`src/rtl/acc_alu.sv`:
```
module acc_alu #(
  parameter int W = 8
) (
  input  logic                 clk,
  input  logic                 rst_n,
  input  logic                 en,
  input  logic [3:0]           op,
  input  logic [W-1:0]         acc,
  input  logic [W-1:0]         opnd,
  input  logic [$clog2(W)-1:0] bit_sel,
  output logic [W-1:0]         result,
  output logic [2:0]           wmask,
  output logic                 c_flag,
  output logic                 dc_flag,
  output logic                 z_flag
);
  localparam int H = W / 2;
  localparam logic [3:0] OP_ADD = 4'd0, OP_ADC = 4'd1, OP_SUB = 4'd2, OP_SBC = 4'd3,
                         OP_AND = 4'd4, OP_OR = 4'd5, OP_XOR = 4'd6, OP_SWP = 4'd7,
                         OP_RRC = 4'd8, OP_RLC = 4'd9, OP_CLR = 4'd10, OP_BST = 4'd11,
                         OP_BCL = 4'd12;

  logic         is_sub, cin;
  logic [W-1:0] b;
  logic [W:0]   sum;
  logic [H:0]   hsum;
  logic         nc, ndc, nz;

  assign is_sub = op[1];
  assign b      = is_sub ? ~opnd : opnd;
  assign cin    = op[0] ? c_flag : is_sub;
  assign sum    = {1'b0, acc} + {1'b0, b} + {{W{1'b0}}, cin};
  assign hsum   = {1'b0, acc[H-1:0]} + {1'b0, b[H-1:0]} + {{H{1'b0}}, cin};

  always_comb begin
    result = opnd;
    wmask  = 3'b000;
    nc     = c_flag;
    ndc    = dc_flag;
    case (op)
      OP_ADD, OP_ADC, OP_SUB, OP_SBC: begin
        result = sum[W-1:0];
        nc     = sum[W];
        ndc    = hsum[H];
        wmask  = 3'b111;
      end
      OP_AND: begin result = acc & opnd; wmask = 3'b001; end
      OP_OR:  begin result = acc | opnd; wmask = 3'b001; end
      OP_XOR: begin result = acc ^ opnd; wmask = 3'b001; end
      OP_SWP: result = {opnd[H-1:0], opnd[W-1:H]};
      OP_RRC: begin result = {c_flag, opnd[W-1:1]}; nc = opnd[0];   wmask = 3'b100; end
      OP_RLC: begin result = {opnd[W-2:0], c_flag}; nc = opnd[W-1]; wmask = 3'b100; end
      OP_CLR: result = '0;
      OP_BST: result = opnd | (W'(1) << bit_sel);
      OP_BCL: result = opnd & ~(W'(1) << bit_sel);
      default: result = opnd;
    endcase
  end

  assign nz = (result == '0);

  always_ff @(posedge clk or negedge rst_n) begin
    if (!rst_n) begin
      c_flag  <= 1'b0;
      dc_flag <= 1'b0;
      z_flag  <= 1'b0;
    end else if (en) begin
      if (wmask[2]) c_flag  <= nc;
      if (wmask[1]) dc_flag <= ndc;
      if (wmask[0]) z_flag  <= nz;
    end
  end

  p_hold_idle_r11: assert property (@(posedge clk) disable iff (!rst_n)
    !en |=> $stable({c_flag, dc_flag, z_flag}));

  p_add_carry_r1: assert property (@(posedge clk) disable iff (!rst_n)
    (en && op == OP_ADD) |=> {c_flag, $past(result)} == ({1'b0, $past(acc)} + {1'b0, $past(opnd)}));

  p_sub_noborrow_r3: assert property (@(posedge clk) disable iff (!rst_n)
    (en && op == OP_SUB) |=> c_flag == ($past(acc) >= $past(opnd)));

  p_sbc_value_r4: assert property (@(posedge clk) disable iff (!rst_n)
    (en && op == OP_SBC) |=> $past(result) == W'($past(acc) - $past(opnd) - {{(W-1){1'b0}}, ~$past(c_flag)}));

  p_zero_flag_r6: assert property (@(posedge clk) disable iff (!rst_n)
    (en && wmask[0]) |=> z_flag == ($past(result) == '0));

  p_logic_keeps_c_r7: assert property (@(posedge clk) disable iff (!rst_n)
    (en && (op == OP_AND || op == OP_OR || op == OP_XOR)) |=> $stable({c_flag, dc_flag}));

  p_rrc_carry_r9: assert property (@(posedge clk) disable iff (!rst_n)
    (en && op == OP_RRC) |=> c_flag == $past(opnd[0]) && $stable({dc_flag, z_flag}));

  p_noflag_ops_r10: assert property (@(posedge clk) disable iff (!rst_n)
    (en && (op == OP_SWP || op >= OP_CLR)) |=> $stable({c_flag, dc_flag, z_flag}));
endmodule

```
`config.mk`:
```
export PLATFORM = sky130hd
export DESIGN_NAME = acc_alu
export DESIGN_NICKNAME = d
export VERILOG_FILES = /design/src/rtl/acc_alu.sv
export SDC_FILE = /design/constraint.sdc
export NUM_CORES = 1
export LEC_CHECK = 0
export BUFFER_PORTS_ARGS = -buffer_cell sky130_fd_sc_hd__buf_2
export CAP_MARGIN = 20
export CORE_MARGIN = 2
export CORE_UTILIZATION = 40
export DETAILED_ROUTE_END_ITERATION = 12
export PLACE_DENSITY = 0.65
export SLEW_MARGIN = 20
export SYNTH_ARGS = -nofsm -noshare
export SYNTH_HDL_FRONTEND = slang
export SYNTH_SLANG_ARGS = --single-unit
```
`constraint.sdc`:
```
create_clock -name clk -period 3.75 [get_ports clk]
set_clock_uncertainty 0.1 [all_clocks]
set_input_delay 0.5625 -clock clk [delete_from_list [all_inputs] [get_ports clk]]
set_output_delay 0.5625 -clock clk [all_outputs]
set_load 0.1 [all_outputs]
```
# Word level (Yosys, flattened, before mapping)
# Cells that the tools add are included.
# classes
add_sub_neg	4
eq_ne	12
n_shift	1
mux	5
n_bitwise	7
n_reduce_logical	9
# op_table
cell	n
8-bit case mux with 10 select lines	1
4-bit equality test, second input constant	5
8-bit AND	2
4-bit by 3-bit equality test with 1-bit output, second input constant	4
8-bit NOT	2
8-bit OR	2
8-bit by 8-bit adder with 9-bit output	1
9-bit by 1-bit adder with 9-bit output	1
3-bit case mux with 3 select lines	1
4-bit by 2-bit equality test with 1-bit output, second input constant	2
8-bit logical NOT	1
8-bit two-way mux	1
1-bit by 3-bit << shifter with 8-bit output, first input constant	1
8-bit bitwise XOR	1
3-bit AND reduction	2
4-bit by 4-bit adder with 5-bit output	1
5-bit by 1-bit adder with 5-bit output	1
4-bit by 1-bit equality test with 1-bit output, second input constant	1
4-bit logical NOT	1
4-bit OR reduction	1
1-bit case mux with 3 select lines	1
3-bit nonzero test	1
3-bit OR reduction	1
2-bit AND reduction	1
other kinds (2)	2
# totals
reg_bits	3
input_bits	26
output_inout_bits	14
word_cells	41

# Longest topological paths before layout
# Gate-level depths: netlist of run 1.
# logic_depth
word_depth	6
mapped_depth	14

# Least setup slack after synthesis of run 1
# Ideal clock, no wire load.
# synth_timing
path_kind	input-to-reg
startpoint	in op[0]
endpoint	reg z_flag
setup_time_ns	0.201
t_arrival_ns	5.031
required_ns	3.449
path_slack_ns	-1.582
stages	7
path_buffers	1
path_cell_list	buf_6 > nor2b_1 > a22oi_1 > o311ai_0 > nor2_1 > nand4bb_1 > o31ai_2
# synth_via
elab_chain_cells	4
elab_cells_between_ends	22
# synth_lines
element	line	rtl
start: declaration	7	input logic [3:0] op,
1-bit two-way mux, or another cell as far along	31	assign cin = op[0] ? c_flag : is_sub;
9-bit by 1-bit adder with 9-bit output or 4-bit OR reduction (tied branches)	32, 40	
8-bit case mux with 10 select lines (*)	40	case (op)
named net result[2]	11	output logic [W-1:0] result,
8-bit logical NOT (*)	60	assign nz = (result == '0);
end signal: assignment	70	if (wmask[0]) z_flag <= nz;
end: declaration	15	output logic z_flag
# Mark *: on every way through the listed nets, which the timed path passes. The rest lies on a longest branch.
# A chain may end at the register's enable or synchronous reset.

# Final worst setup path of run 1
# layout_timing
startpoint	in op[1]
endpoint	out result[4]
# layout_via
elab_chain_cells	4
elab_cells_between_ends	19
# layout_lines
element	line	rtl
8-bit two-way mux	30	assign b = is_sub ? ~opnd : opnd;
8-bit by 8-bit adder with 9-bit output	32	assign sum = {1'b0, acc} + {1'b0, b} + {{W{1'b0}}, cin};
9-bit by 1-bit adder with 9-bit output	32	
8-bit case mux with 10 select lines (*)	40	
end: declaration	11	
# Mark *: on every way between the ends. The rest lies on a longest branch, timed or not.

==> results of run 1 <==
==> worst max-delay path: stages <==
cell	delay, ns
buf_2	0.15
inv_1	0.11
nor2_2	0.14
a21o_1	0.10
fa_1	0.19
inv_1	0.06
fa_1	0.37
nand2b_1	0.17
o2bb2ai_1	0.20
xnor2_1	0.17
o22ai_1	0.09
a2111o_1	0.42
buf_6	0.20
==> where the power goes <==
group | internal [mW] | switching (mW) | leakage (nW) | total, mW
Clock | 0.0726 | 0.0220 | 0.0228 | 0.0945
Combinational | 0.158 | 0.332 | 0.754 | 0.490
Sequential | 0.0381 | 0.00558 | 0.0355 | 0.0437
==> cells in the final DEF, fill, tap and decap left out, drive strengths merged, types with 5 or more instances in the layout <==
| master | instances |
|---|---|
| a21oi | 20 |
| a31oi | 5 |
| buf | 46 |
| ha | 7 |
| inv | 9 |
| nand2 | 13 |
| nand2b | 5 |
| nand3 | 8 |
| nor2 | 22 |
| nor2b | 5 |
| nor3 | 5 |
| o211ai | 5 |
| o21ai | 11 |
| xnor2 | 6 |
| xor2 | 13 |
==> how the worst min path moves through the flow <==
stage,from,endpoint,cells after the start
detailed placement,rst_n,z_flag,1
global route,rst_n,z_flag,1
finish,rst_n,dc_flag,1
global placement,rst_n,z_flag,1
floorplan,rst_n,c_flag,0
CTS,rst_n,dc_flag,1
==> logic make-up (layout without fill, tap and decap cells) <==
kind of cell | after synthesis | in the layout
fa+ha+maj | 9 | 9
flops | 3 | 3
xor+xnor | 19 | 19
buf+inv | 30 | 59
mux | 8 | 8
compound gates | 76 | 76
simple gates | 79 | 79
==> what timing repair did <==
item | CTS | global route
gates resized for setup | 0 | 5
hold buffers | 0 | 0
buffers inserted | 0 | 0
endpoints found under the setup margin | 0 | 2
==> sequential cells by signal, summed over array words and instances, names as in the netlist <==
| register | count |
|---|---|
| z_flag | 1 |
| dc_flag | 1 |
| c_flag | 1 |
==> cell type report <==
class                   instances  area, sq um
flip-flops and latches          3         76.3
well taps                      48         60.1
multi-input cells             191         1400
repair buffers                 46          329
inverters                       9         33.8
clock buffers                   4         45.0
fillers                       402         1800
==> per-stage QoR <==
step	hold WS, ns	area, sq um
global route	0.0329	1940
detailed placement	0.259	1880
global placement	0.261	1880
finish	0.0326	1940
floorplan	0.167	1670
CTS	0.0328	1930
==> metal layers <==
layer | wire, microns | global-route usage | vias up
met5 | 0 | 0 | -
met4 | 114 | 0.0357 | 0
met3 | 521 | 0.0267 | 17
met2 | 2300 | 0.361 | 120
met1 | 2310 | 0.366 | 868
li1 | - | - | 898
==> results.sh, run 1 <==
export IMPL_synth_cells=224
export IMPL_core_sq_um=3740
export IMPL_synth_seq_cells=3
export IMPL_first_global_vias=1625
export IMPL_htreeDepth=1
export IMPL_cts_tree="yes"
export IMPL_synth_area_per_cell_sq_um=7.14
export IMPL_setup_violations_final=0
export IMPL_ant_nets=0
export IMPL_routedWlPerCell_microns=17.4
export IMPL_min_period_ns=3.59
export IMPL_antenna_found_initial=0
export IMPL_syn_nets=259
export IMPL_rsz0062_at_grt="no"
export IMPL_hp_class="input port to async pin"
export IMPL_routed_wl_mm=5.24
export IMPL_via_per_inst=6.32
export IMPL_cts_made_buffers=3
export IMPL_placed_cells=297
export IMPL_timing_rr_end="z_flag"
export IMPL_port_buffers=39
export IMPL_final_util=0.518
export IMPL_ys_top_cells_by_area="xor2_1 7.1%, a21oi_1 6.3%, ha_1 5.5%"
export IMPL_clk_latency_ns=0.21
export IMPL_p_leak_nw=0.813
export IMPL_r2r_cells=11
export IMPL_pre_cts_ws_ns=0.0784
export IMPL_die_area_sq_um=4520
export IMPL_via_count=1903
export IMPL_synth_xor_area_share=0.104
export IMPL_synth_edf_count=0
export IMPL_core_rowCount=22
export IMPL_grt_pass1_wl_mm=8.34
export IMPL_power_density_nw_per_um2=324
export IMPL_ioPinCount=40
export IMPL_drtPass1Iterations=7
export IMPL_diodes=0
export IMPL_final_nets=289
export IMPL_tns_ns=0
export IMPL_yosysMostFrequentCell="nor2_1"
export IMPL_overflow=0
export IMPL_synth_fa_ha_area_frac=0.0798
export IMPL_cts_sinks=3
export IMPL_power_total_mw=0.628
export IMPL_drt_iter0_drc=276
export IMPL_synth_compound_area_share=0.331
export IMPL_max_freq_mhz=279
export IMPL_critical_path_startpoint="op[1]"
export IMPL_synthSimpleGateAreaFrac=0.272
export IMPL_hpwlAfterDp_mm=4.01
export IMPL_dieHeight_microns=67.2
export IMPL_finalHoldViolations=0
export IMPL_clk_pin_slew_worst_paths_ns=0.03
export IMPL_crit_path_start_kind="input port"
export IMPL_synth_top_family_by_area="compound AO/OA/AOI/OAI gates"
export IMPL_irDropWorstVdd_v=0.000232
export IMPL_drive_above_1_share=0.277
export IMPL_synth_top_area_cell="xor2_1"
export IMPL_synth_area_mux_share=0.0579
export IMPL_synth_ff_type="dfrtp_1"
export IMPL_end_kind="output pin"
export IMPL_synthToLayoutAreaGrowth_pct=21.4
export IMPL_synth_area_sq_um=1600
export IMPL_maxCapViolations=0
export IMPL_drc=0
export IMPL_crit_arrival_ns=2.93
export IMPL_die_x_microns=67.2
export IMPL_gp_routability_congestion=0.941
export IMPL_final_cells=301
export IMPL_required_ns=3.09
export IMPL_synth_seq_area_share=0.0469
export IMPL_maxSlewViolCount=0
export IMPL_grt_max_degree=29
export IMPL_yosysWarningCount=0
export IMPL_fin_ws_ns=0.161
export IMPL_yosysTopAreaCellShare=0.0712
export IMPL_track_usage=0.239
export IMPL_tightestPinTransition_ns=0.571
export IMPL_endpoint="result[4]"
export IMPL_clockBufferDepth=2
export IMPL_r2r_start="c_flag"
export IMPL_synthDistinctLibCells=65
export IMPL_root_buffer="clkbuf_8"
export IMPL_synthTopCellsByCount="22 x nor2_1, 20 x a21oi_1, 13 x xor2_1"
export IMPL_slew_headroom=0.614
export IMPL_start_util=0.427
export IMPL_cp_max_fo=6
export IMPL_worstSetupPathType="input port to output pin"
export IMPL_rrSetupSlack_ns=0.81
export IMPL_timing_final_crit_share=0.957
export IMPL_synthArstFlopShare=1.00
export IMPL_status="finished, final reports clean"
(Power assumes the default switching activity.)
==> run 2: changes to the inputs <==
- CORE_UTILIZATION: 40 -> 49
- PLACE_DENSITY: 0.65 -> 0.77
==> run 2 against run 1 <==
Routed wire length fell by 3.2%. Global-route usage rose by 5.1 points. Combinational power is essentially flat. Clock-buffer cell count is the same. Critical endpoint is now result[2]. First-iteration DRC count grew 20%. Die area is 17% lower. Sequential share of layout area hardly changed.
==> results.sh, run 2 (same netlist as run 1, synthesis figures left out) <==
export IMPL_crit_path_start_kind="input port"
export IMPL_post_cts_buffers=0
export IMPL_rrSetupSlack_ns=0.82
export IMPL_first_global_vias=1724
export IMPL_port_buffers=39
export IMPL_gp_routability_congestion=1.01
export IMPL_overflow=0
export IMPL_grt_max_degree=37
export IMPL_core_sq_um=3080
export IMPL_max_stage_delay_ns=0.37
export IMPL_final_nets=288
export IMPL_maxCapViolations=0
export IMPL_placed_cell_area_sq_um=1870
export IMPL_core_rowCount=20
export IMPL_p_leak_nw=0.802
export IMPL_rsz0062_at_grt="yes"
export IMPL_irDropWorstVdd_v=0.000226
export IMPL_clk_pin_slew_worst_paths_ns=0.04
export IMPL_cp_max_fo=6
export IMPL_status="finished, final reports clean"
export IMPL_layout_common_cells="32 x buf_2, 21 x nor2_1, 19 x a21oi_1"
export IMPL_root_buffer="clkbuf_4"
export IMPL_setup_violations_final=0
export IMPL_drc=0
export IMPL_via_count=1903
export IMPL_drive_above_1_share=0.278
export IMPL_timing_final_crit_share=0.966
export IMPL_power_total_mw=0.594
export IMPL_start_util=0.520
export IMPL_worstSetupPathType="input port to output pin"
export IMPL_multi_input_area_sq_um=1400
export IMPL_diodes=0
export IMPL_antenna_found_initial=0
export IMPL_clockBufferDepth=2
export IMPL_placed_cells=292
export IMPL_hp_class="input port to async pin"
export IMPL_grt_pass1_wl_mm=8.19
export IMPL_slew_headroom=0.595
export IMPL_final_util=0.623
export IMPL_register_area_sq_um=76.3
export IMPL_cts_sinks=3
export IMPL_top_regs="c_flag: 1 flops, dc_flag: 1 flops, z_flag: 1 flops"
export IMPL_die_x_microns=61.1
export IMPL_routed_wl_mm=5.08
export IMPL_design_area_sq_um=1920
export IMPL_dieHeight_microns=61.1
export IMPL_pre_cts_ws_ns=0.0510
export IMPL_final_cells=296
export IMPL_end_kind="output pin"
export IMPL_required_ns=3.09
export IMPL_ioPinCount=40
export IMPL_cts_made_buffers=3
export IMPL_cts_tree="yes"
export IMPL_die_area_sq_um=3740
export IMPL_crit_slowest_cell="fa_1"
export IMPL_ant_nets=0
export IMPL_min_period_ns=3.62
export IMPL_fillers=284
export IMPL_via_per_inst=6.43
export IMPL_track_usage=0.290
export IMPL_final_common_cell="buf_2"
export IMPL_crit_arrival_ns=2.96
export IMPL_power_density_nw_per_um2=310
export IMPL_htreeDepth=1
export IMPL_crit_family="compound AO/OA/AOI/OAI gates"
export IMPL_tightestPinTransition_ns=0.607
export IMPL_clk_latency_ns=0.24
export IMPL_cp_buffers_inverters=4
export IMPL_maxSlewViolCount=0
export IMPL_synthToLayoutAreaGrowth_pct=20.0
export IMPL_cts_resized=0
export IMPL_drtPass1Iterations=5
export IMPL_ctsHoldBuffers=0
export IMPL_routedWlPerCell_microns=17.1
export IMPL_finalHoldViolations=0
export IMPL_path_cells="buf_2, inv_1, nor2_2, a21o_1, fa_1, inv_1, fa_1, nand2b_1, a32o_1, a311oi_1, o311ai_2, clkbuf_4"
export IMPL_fin_ws_ns=0.128
export IMPL_max_freq_mhz=276
export IMPL_drt_iter0_drc=330
export IMPL_hpwlAfterDp_mm=3.85
==> run 2: cell types whose count changed in the layout (fill, tap and decap cells not counted) <==
cell | previous run | this run
buf_2 | 33 | 32
clkbuf_4 | 0 | 4
buf_4 | 7 | 6
o2bb2ai_1 | 1 | 0
o2bb2ai_2 | 0 | 1
clkbuf_8 | 3 | 0
==> run 2: stage by stage <==
stage	TNS (ns)	hold slack, ns
2_1_floorplan	-0.100	0.167
3_3_place_gp	0	0.261
3_5_place_dp	0	0.264
4_1_cts	0	0.00995
5_1_grt	0	0.00529
6_report	0	0.00911
==> run 2: layer usage <==
metal	up-vias	part of all wire	global-route usage
li1	895	-	-
met1	879	0.42	0.405
met2	118	0.47	0.457
met3	11	0.099	0.0609
met4	0	0.016	0.0683
met5	-	0	0
==> run 2: final timing paths <==
check,to,cells after the start,start
setup / recovery,result[2],12,op[1]
hold / removal,dc_flag,1,rst_n
setup reg to reg,z_flag,11,c_flag
hold reg to reg,z_flag,2,z_flag
max in group asynchronous,c_flag,1,rst_n
min in group clk,z_flag,2,z_flag
==> run 2: power by group <==
group | switching, mW | internal, mW
Sequential | 0.00557 | 0.0380
Clock | 0.0188 | 0.0400
Combinational | 0.332 | 0.160
==> run 2: final cells by class <==
cell class	instances	area share
repair buffers	45	0.169
well taps	44	0.0287
flip-flops and latches	3	0.0398
inverters	9	0.0176
multi-input cells	191	0.731
clock buffers	4	0.0137
